`src/rtl/rintc_pkg.sv`:
```
package rintc_pkg;

    localparam int VEC_W     = 16;
    localparam int N_MSK     = 3;
    localparam int VEC_SHIFT = 3;
    localparam logic [VEC_W-1:0] VEC_BASE = 16'h0024;

    // bit positions inside mask and status words
    localparam int MB_LO  = 0;
    localparam int MB_MID = 1;
    localparam int MB_HI  = 2;

    // source index also selects the vector slot: base + index * 8
    typedef enum logic [1:0] {
        SRC_NMI = 2'd0,
        SRC_LO  = 2'd1,
        SRC_MID = 2'd2,
        SRC_HI  = 2'd3
    } src_e;

    typedef struct packed {
        logic valid;
        src_e src;
    } pick_t;

    function automatic logic [VEC_W-1:0] vec_of(src_e s);
        return VEC_BASE + (VEC_W'(s) << VEC_SHIFT);
    endfunction

endpackage

```
`src/rtl/rintc_edge_latch.sv`:
```
module rintc_edge_latch #(
    parameter bit HOLD_LEVEL = 1'b0
) (
    input  logic clk,
    input  logic rst,
    input  logic line,
    input  logic clr,
    output logic pend
);
    logic prev;
    logic rise;

    assign rise = line & ~prev;

    always_ff @(posedge clk) begin
        if (rst) prev <= 1'b0;
        else     prev <= line;
    end

    generate
        if (HOLD_LEVEL) begin : g_hold
            // request is dropped as soon as the line falls
            always_ff @(posedge clk) begin
                if (rst) pend <= 1'b0;
                else     pend <= line & (rise | (pend & ~clr));
            end
        end else begin : g_sticky
            always_ff @(posedge clk) begin
                if (rst) pend <= 1'b0;
                else     pend <= rise | (pend & ~clr);
            end
        end
    endgenerate

endmodule

```
`src/rtl/rintc_pick.sv`:
```
module rintc_pick
    import rintc_pkg::*;
(
    input  logic  nmi_ok,
    input  logic  hi_ok,
    input  logic  mid_ok,
    input  logic  lo_ok,
    output pick_t sel
);
    always_comb begin
        sel = '{valid: 1'b0, src: SRC_NMI};
        if (nmi_ok)      sel = '{valid: 1'b1, src: SRC_NMI};
        else if (hi_ok)  sel = '{valid: 1'b1, src: SRC_HI};
        else if (mid_ok) sel = '{valid: 1'b1, src: SRC_MID};
        else if (lo_ok)  sel = '{valid: 1'b1, src: SRC_LO};
    end
endmodule

```
`src/rtl/restart_intc.sv`:
```
module restart_intc
    import rintc_pkg::*;
#(
    parameter int VW = VEC_W,
    parameter int NM = N_MSK
) (
    input  logic          clk,
    input  logic          rst,
    input  logic          nmi_line,
    input  logic          irq_lo,
    input  logic          irq_mid,
    input  logic          irq_hi,
    input  logic          en_cmd,
    input  logic          dis_cmd,
    input  logic          mask_wr,
    input  logic [NM-1:0] mask_wdata,
    input  logic          boundary,
    output logic          grant_valid,
    output logic [VW-1:0] grant_vec,
    output logic [NM-1:0] stat_pend,
    output logic [NM-1:0] stat_mask,
    output logic          stat_ien
);
    logic          ien;
    logic [NM-1:0] mask;
    logic          nmi_pend, hi_pend;
    logic          nmi_clr, hi_clr;
    logic          take;
    pick_t         sel;

    rintc_edge_latch #(.HOLD_LEVEL(1'b1)) u_nmi_latch (
        .clk(clk), .rst(rst), .line(nmi_line), .clr(nmi_clr), .pend(nmi_pend)
    );

    rintc_edge_latch #(.HOLD_LEVEL(1'b0)) u_hi_latch (
        .clk(clk), .rst(rst), .line(irq_hi), .clr(hi_clr), .pend(hi_pend)
    );

    rintc_pick u_pick (
        .nmi_ok (nmi_pend & nmi_line),
        .hi_ok  (ien & ~mask[MB_HI]  & hi_pend),
        .mid_ok (ien & ~mask[MB_MID] & irq_mid),
        .lo_ok  (ien & ~mask[MB_LO]  & irq_lo),
        .sel    (sel)
    );

    assign take    = boundary & sel.valid;
    assign nmi_clr = take & (sel.src == SRC_NMI);
    assign hi_clr  = take & (sel.src == SRC_HI);

    always_ff @(posedge clk) begin
        if (rst) begin
            grant_valid <= 1'b0;
            grant_vec   <= '0;
            ien         <= 1'b0;
            mask        <= '1;
        end else begin
            grant_valid <= take;
            if (take) grant_vec <= VW'(vec_of(sel.src));
            if (take)         ien <= 1'b0;
            else if (dis_cmd) ien <= 1'b0;
            else if (en_cmd)  ien <= 1'b1;
            if (mask_wr) mask <= mask_wdata;
        end
    end

    always_comb begin
        stat_pend          = '0;
        stat_pend[MB_LO]   = irq_lo;
        stat_pend[MB_MID]  = irq_mid;
        stat_pend[MB_HI]   = hi_pend;
    end
    assign stat_mask = mask;
    assign stat_ien  = ien;

endmodule

```
`config.mk`:
```
export PLATFORM = sky130hd
export DESIGN_NAME = restart_intc
export DESIGN_NICKNAME = d
export VERILOG_FILES = /design/src/rtl/rintc_pkg.sv /design/src/rtl/rintc_edge_latch.sv /design/src/rtl/rintc_pick.sv /design/src/rtl/restart_intc.sv
export SDC_FILE = /design/constraint.sdc
export NUM_CORES = 1
export LEC_CHECK = 0
export CAP_MARGIN = 15
export CORE_ASPECT_RATIO = 1.25
export CORE_UTILIZATION = 35
export CTS_CLUSTER_DIAMETER = 100
export DETAILED_ROUTE_END_ITERATION = 8
export PLACE_DENSITY_LB_ADDON = 0.25
export SETUP_SLACK_MARGIN = 0.05
export SKIP_LAST_GASP = 1
export SLEW_MARGIN = 30
export SYNTH_ARGS = -nofsm -noshare
export SYNTH_HDL_FRONTEND = slang
export SYNTH_SLANG_ARGS = --single-unit
```
`constraint.sdc`:
```
create_clock -name clk -period 1.5 [get_ports clk]
set_clock_uncertainty 0.1 [all_clocks]
set_input_delay 0.15 -clock clk [delete_from_list [all_inputs] [get_ports clk]]
set_output_delay 0.15 -clock clk [all_outputs]
set_load 0.03 [all_outputs]
```
Word-level counts from Yosys, hierarchy flattened

Cells that the tools add are included.

Reduce and logical (&&, ||, !) cells: 2
Shift operators: 0
Magnitude comparators: 0
Divide/modulo/power cells: 0
Multipliers: 0
Multiplexer cells: 4
Eq/ne operators: 1
Add/subtract/negate cells: 1
Bitwise gates (word level): 24

Operators with widths:

| operator                                                      | count |
|---|---|
| 1-bit bitwise AND                                             | 15 |
| 3-bit two-way mux                                             | 4 |
| 6-bit by 5-bit adder with 7-bit output (first input constant) | 1 |
| 1-bit inverter                                                | 7 |
| 3-bit OR reduction                                            | 1 |
| 2-bit == test (second input constant)                         | 1 |
| 2-bit logical NOT                                             | 1 |
| 1-bit OR                                                      | 2 |

Word-level logic and storage cells: 40
Input port bits: 13
Output and inout bits: 24
ROM bits: 0
Memories kept: 0
Memory bits (writable): 0
Bits in latches: 0
Register bits: 25

Logic depth before layout (Yosys ltp)

Depth in word-level cells: 13
Mapped depth: 3
Depth with buffers taken out: 3

Hierarchy

Synthesis repeated with hierarchy kept, for this count alone.

Cell total of the unflattened synthesis: 72
Area, all modules: 619.3 µm²

Modules (own cells, without submodules):

| module                         | times used | cells each | area an instance (µm²) | sequential area each (µm²) |
|---|---|---|---|---|
| restart_intc                   | 1          | 54         | 455.4                  | 160.2 |
| rintc_edge_latch (u_hi_latch)  | 1          | 6          | 67.6                   | 40.0 |
| rintc_edge_latch (u_nmi_latch) | 1          | 5          | 62.6                   | 40.0 |
| rintc_pick                     | 1          | 7          | 33.8                   | 0.0 |

Worst setup path before layout

Ideal clock, no wire load.

Path kind: register to register
Start: register ien, in the netlist stat_ien
End: register grant_vec[3]
Period minus slack after synthesis: 1,294 ps
Stages on the path, launching flop included: 4
Arrival: 1,076 ps
Library setup time: 117 ps
Buffers on the path: 0
Required time: 1,283 ps
Path slack: 206 ps
Cell sequence: dfxtp_1 -> and2_4 -> a22oi_1 -> a32o_1

Longest elaborated chain between the ends: 7
Elaborated cells on any way between the ends: 12
Classes of those cells: add/sub (1); mux (4); bitwise (7)

Ends and longest elaborated chain:

| item                                                                        | line                                | source |
|---|---|---|
| start, declared                                                             | restart_intc.sv:24                  | `logic ien;` |
| start signal, assigned                                                      | restart_intc.sv:55                  | `ien <= 1'b0;` |
| start signal, assigned                                                      | restart_intc.sv:60                  | `if (take) ien <= 1'b0;` |
| start signal, assigned                                                      | restart_intc.sv:61                  | `else if (dis_cmd) ien <= 1'b0;` |
| 1-bit bitwise AND (2 in a row)                                              | restart_intc.sv:43                  | `.lo_ok (ien & ~mask[MB_LO] & irq_lo),` |
| 3-bit two-way mux                                                           | rintc_pick.sv:15                    | `else if (lo_ok) sel = '{valid: 1'b1, src: SRC_LO};` |
| 3-bit two-way mux                                                           | rintc_pick.sv:14                    | `else if (mid_ok) sel = '{valid: 1'b1, src: SRC_MID};` |
| 3-bit two-way mux (*)                                                       | rintc_pick.sv:13                    | `else if (hi_ok) sel = '{valid: 1'b1, src: SRC_HI};` |
| 3-bit two-way mux (*)                                                       | rintc_pick.sv:12                    | `if (nmi_ok) sel = '{valid: 1'b1, src: SRC_NMI};` |
| 6-bit by 5-bit adder with 7-bit output or 1-bit bitwise AND (tied branches) | rintc_pkg.sv:27, restart_intc.sv:47 |  |
| end signal, assigned                                                        | restart_intc.sv:59                  | `if (take) grant_vec <= VW'(vec_of(sel.src));` |
| end, declared                                                               | restart_intc.sv:19                  | `output logic [VW-1:0] grant_vec,` |

Every way passes the cells marked *; elsewhere a longest branch is shown, timed or not.
A chain may end at the register's enable or synchronous reset.

Final worst setup path

Start: register mask[1], in the netlist stat_mask[1]
End: output port stat_mask[1]

RTL lines:

| item                   | line               | source |
|---|---|---|
| start, declared        | restart_intc.sv:25 | `logic [NM-1:0] mask;` |
| start signal, assigned | restart_intc.sv:63 | `if (mask_wr) mask <= mask_wdata;` |
| end, declared          | restart_intc.sv:21 | `output logic [NM-1:0] stat_mask,` |

No word-level cell between the ends.

==> flow_metrics.py <==
metrics = {
    "floorplan": {
        "core_area_sq_um": 1600,
        "io_pins": 37,
        "die_y_um": 48.5,
        "die_w_um": 39.2,
        "dieArea_sq_um": 1900,
        "initial_utilization": 0.378,
        "rows": 16,
    },
    "finish": {
        "seq_area_sq_um": 240,
        "fill_cells": 187,
        "nets": 107,
        "fin_util": 0.521,
        "drive_gt1_frac": 0.129,
        "synthToLayoutAreaGrowth_pct": 37.8,
        "antenna_cells": 0,
        "multi_input_area_sq_um": 275,
    },
    "grt": {
        "antenna_found_initial": 0,
        "grt_max_degree": 9,
        "grt_use_total": 0.147,
        "grt_pass1_wl_um": 2030,
        "gr-total-overflow": 0,
        "grt_pass1_vias": 474,
    },
    "sta": {
        "slew_violations": 0,
        "setup_viol": 0,
        "max_freq_ghz": 0.761,
        "rsz0062_at_grt": "false",
        "fin_crit_ps": 1310,
        "period_share": 0.876,
        "hold_violations": 0,
        "hold_ws_ps": 307,
    },
    "routing": {
        "viasPerCell": 4.72,
        "detail-route-antenna-nets": 0,
        "wl_per_cell_um": 10.3,
        "drt-initial-drc-count": 5,
        "wl_um": 1140,
        "vias": 524,
        "dr.pass1.iters": 4,
        "drc": 0,
    },
    "yosys": {
        "ys_warn_count": 0,
        "synth_cell_types": 23,
        "synthCells": 67,
        "synth_seq_cells": 12,
        "netlist_area_sq_um": 606,
        "synth_seq_area_share": 0.397,
        "avgSynthCellArea_sq_um": 9.04,
    },
    "pwr": {
        "ir_drop_mv": 0.589,
        "powerDensity_nw_per_um2": 928,
        "p_leak_nw": 0.383,
    },
    "place": {
        "hpwl_um": 945,
        "routabilityCongestion": 0.737,
        "portBuffers": 24,
    },
    "critical_path": {
        "cp-end-kind": "output port",
        "path_cells": "dlygate4sd2_1",
        "slowest_delay_ps": 420,
        "path_buf_inv": 1,
        "slowest_stage": "dlygate4sd2_1",
        "r2r_cells": 4,
        "rrSetupSlack_ps": 270,
        "reg2reg_from": "stat_ien",
        "r2r-end": "grant_vec[3]",
        "crit_family": "buffers and inverters",
        "cp_max_fo": 4,
        "crit_required_ps": 1250,
        "cp.arrival_ps": 1060,
        "startpoint_type": "register",
        "critPathKind": "reg -> out",
    },
    "cts": {
        "cts.htree.levels": 1,
        "clkTransAtPathRegs_ps": 70,
        "cts.sinks": 12,
        "clk_path_buf_depth": 2,
        "cts_tree": "done",
        "cts_root_buf": "clkbuf_4",
        "cts_buffers": 3,
        "postCtsSetupBuffers": 0,
        "clk_latency_ps": 270,
    },
    "hold_path": {
        "min_to": "u_nmi_latch.pend",
        "min_from": "u_nmi_latch.prev",
        "min_path_cells": 1,
        "hold_class": "reg -> reg",
    },
    "outcome": {
        "status": "complete, no violations",
    },
    "job": {
        "cap_violations": 0,
    },
}
## synth_stat cells
master	n	area [sq um]
buf_4	16	120
dfxtp_1	12	240
nor2b_1	9	56.3
a211o_1	3	26.3
a21oi_1	3	15.0
nand2b_1	3	18.8
and2_4	2	17.5
inv_1	2	7.51
nand2_1	2	7.51
nor3_1	2	10.0
a21boi_1	1	7.51
a21o_1	1	7.51
a221o_1	1	10.0
a22oi_1	1	7.51
a31oi_1	1	6.26
a32o_1	1	10.0
and3_1	1	6.26
clkbuf_1	1	3.75
conb_1	1	3.75
nor2_1	1	3.75
o211ai_1	1	7.51
o21ai_1	1	5.00
o31ai_1	1	7.51
## final cells by class
class | count | area share
inverter | 2 | 0.00900
timing repair buffer | 28 | 0.303
clock buffer | 4 | 0.0435
tap | 18 | 0.0270
multi-input combinational | 47 | 0.330
sequential | 12 | 0.288
## cell usage in the layout (no fill, tap or decap)
master,Yosys,routed
and3_1,1,1
nor2b_1,9,9
inv_1,2,2
nor3_1,2,2
a211o_1,3,3
a21boi_1,1,1
and2_4,2,2
nand2b_1,3,3
o211ai_1,1,1
buf_4,16,6
clkbuf_8,0,1
a21o_1,1,1
a21oi_1,3,3
dlygate4sd2_1,0,10
clkdlybuf4s50_1,0,12
o21ai_1,1,1
o31ai_1,1,1
dfxtp_1,12,12
a31oi_1,1,1
a22oi_1,1,1
nor2_1,1,1
nand2_1,2,2
a221o_1,1,1
clkbuf_4,0,3
a32o_1,1,1
conb_1,1,12
## per-layer routing
metal	share of wire	up-vias	global-route usage
li1	-	254	-
met1	0.40	246	0.179
met2	0.52	22	0.239
met3	0.069	2	0.0413
met4	0.014	0	0.0517
met5	0	-	0
## flip-flops by register name, summed over array words and instances, names as in the netlist
name / cells
u_nmi_latch.prev: 1
u_nmi_latch.pend: 1
grant_vec: 3
u_hi_latch.pend: 1
stat_ien: 1
grant_valid: 1
u_hi_latch.prev: 1
stat_mask: 3
## where the power goes
part / internal, W / total (W) / switching (W) / leakage, nW
clock: 0.000148 / 0.000253 / 0.000106 / 0.0210
sequential: 0.000335 / 0.000344 / 0.00000982 / 0.0989
combinational: 0.0000703 / 0.000177 / 0.000107 / 0.263
## logic make-up after synthesis
family | Yosys count | share of synthesized area
AOI/OAI and AO/OA | 15 | 0.182
buffers and inverters | 19 | 0.217
DFF | 12 | 0.397
other | 1 | 0.00619
and+or+nand+nor | 20 | 0.198
## through the flow
step           std cells  cell area, sq um  setup TNS [ps]  power (W)  worst slack (ps)
3_3_place_gp         107               811               0   0.000536              27.4
3_5_place_dp         107               811           -7.64   0.000539             -7.64
5_1_grt              111               835               0   0.000817               123
2_1_floorplan         78               647               0   0.000490               206
6_report             111               835               0   0.000775               186
4_1_cts              111               835               0   0.000782               175
## timing repair
item                       CTS  global route
hold endpoints to repair     0             0
setup endpoints to repair   10             0
hold buffers                 0             0
gates resized for setup     10             0
## worst max path at each step
| stage | startpoint | to | slack, ps | depth (start not counted) |
|---|---|---|---|---|
| CTS | stat_mask[1] | stat_mask[1] | 170 | 1 |
| floorplan | stat_ien | grant_vec[3] | 210 | 3 |
| global placement | boundary | grant_vec[3] | 30 | 4 |
| finish | stat_mask[1] | stat_mask[1] | 190 | 1 |
| detailed placement | boundary | grant_vec[3] | -8 | 4 |
| global route | stat_mask[1] | stat_mask[1] | 120 | 1 |
Power figures use the tool's default switching activity.
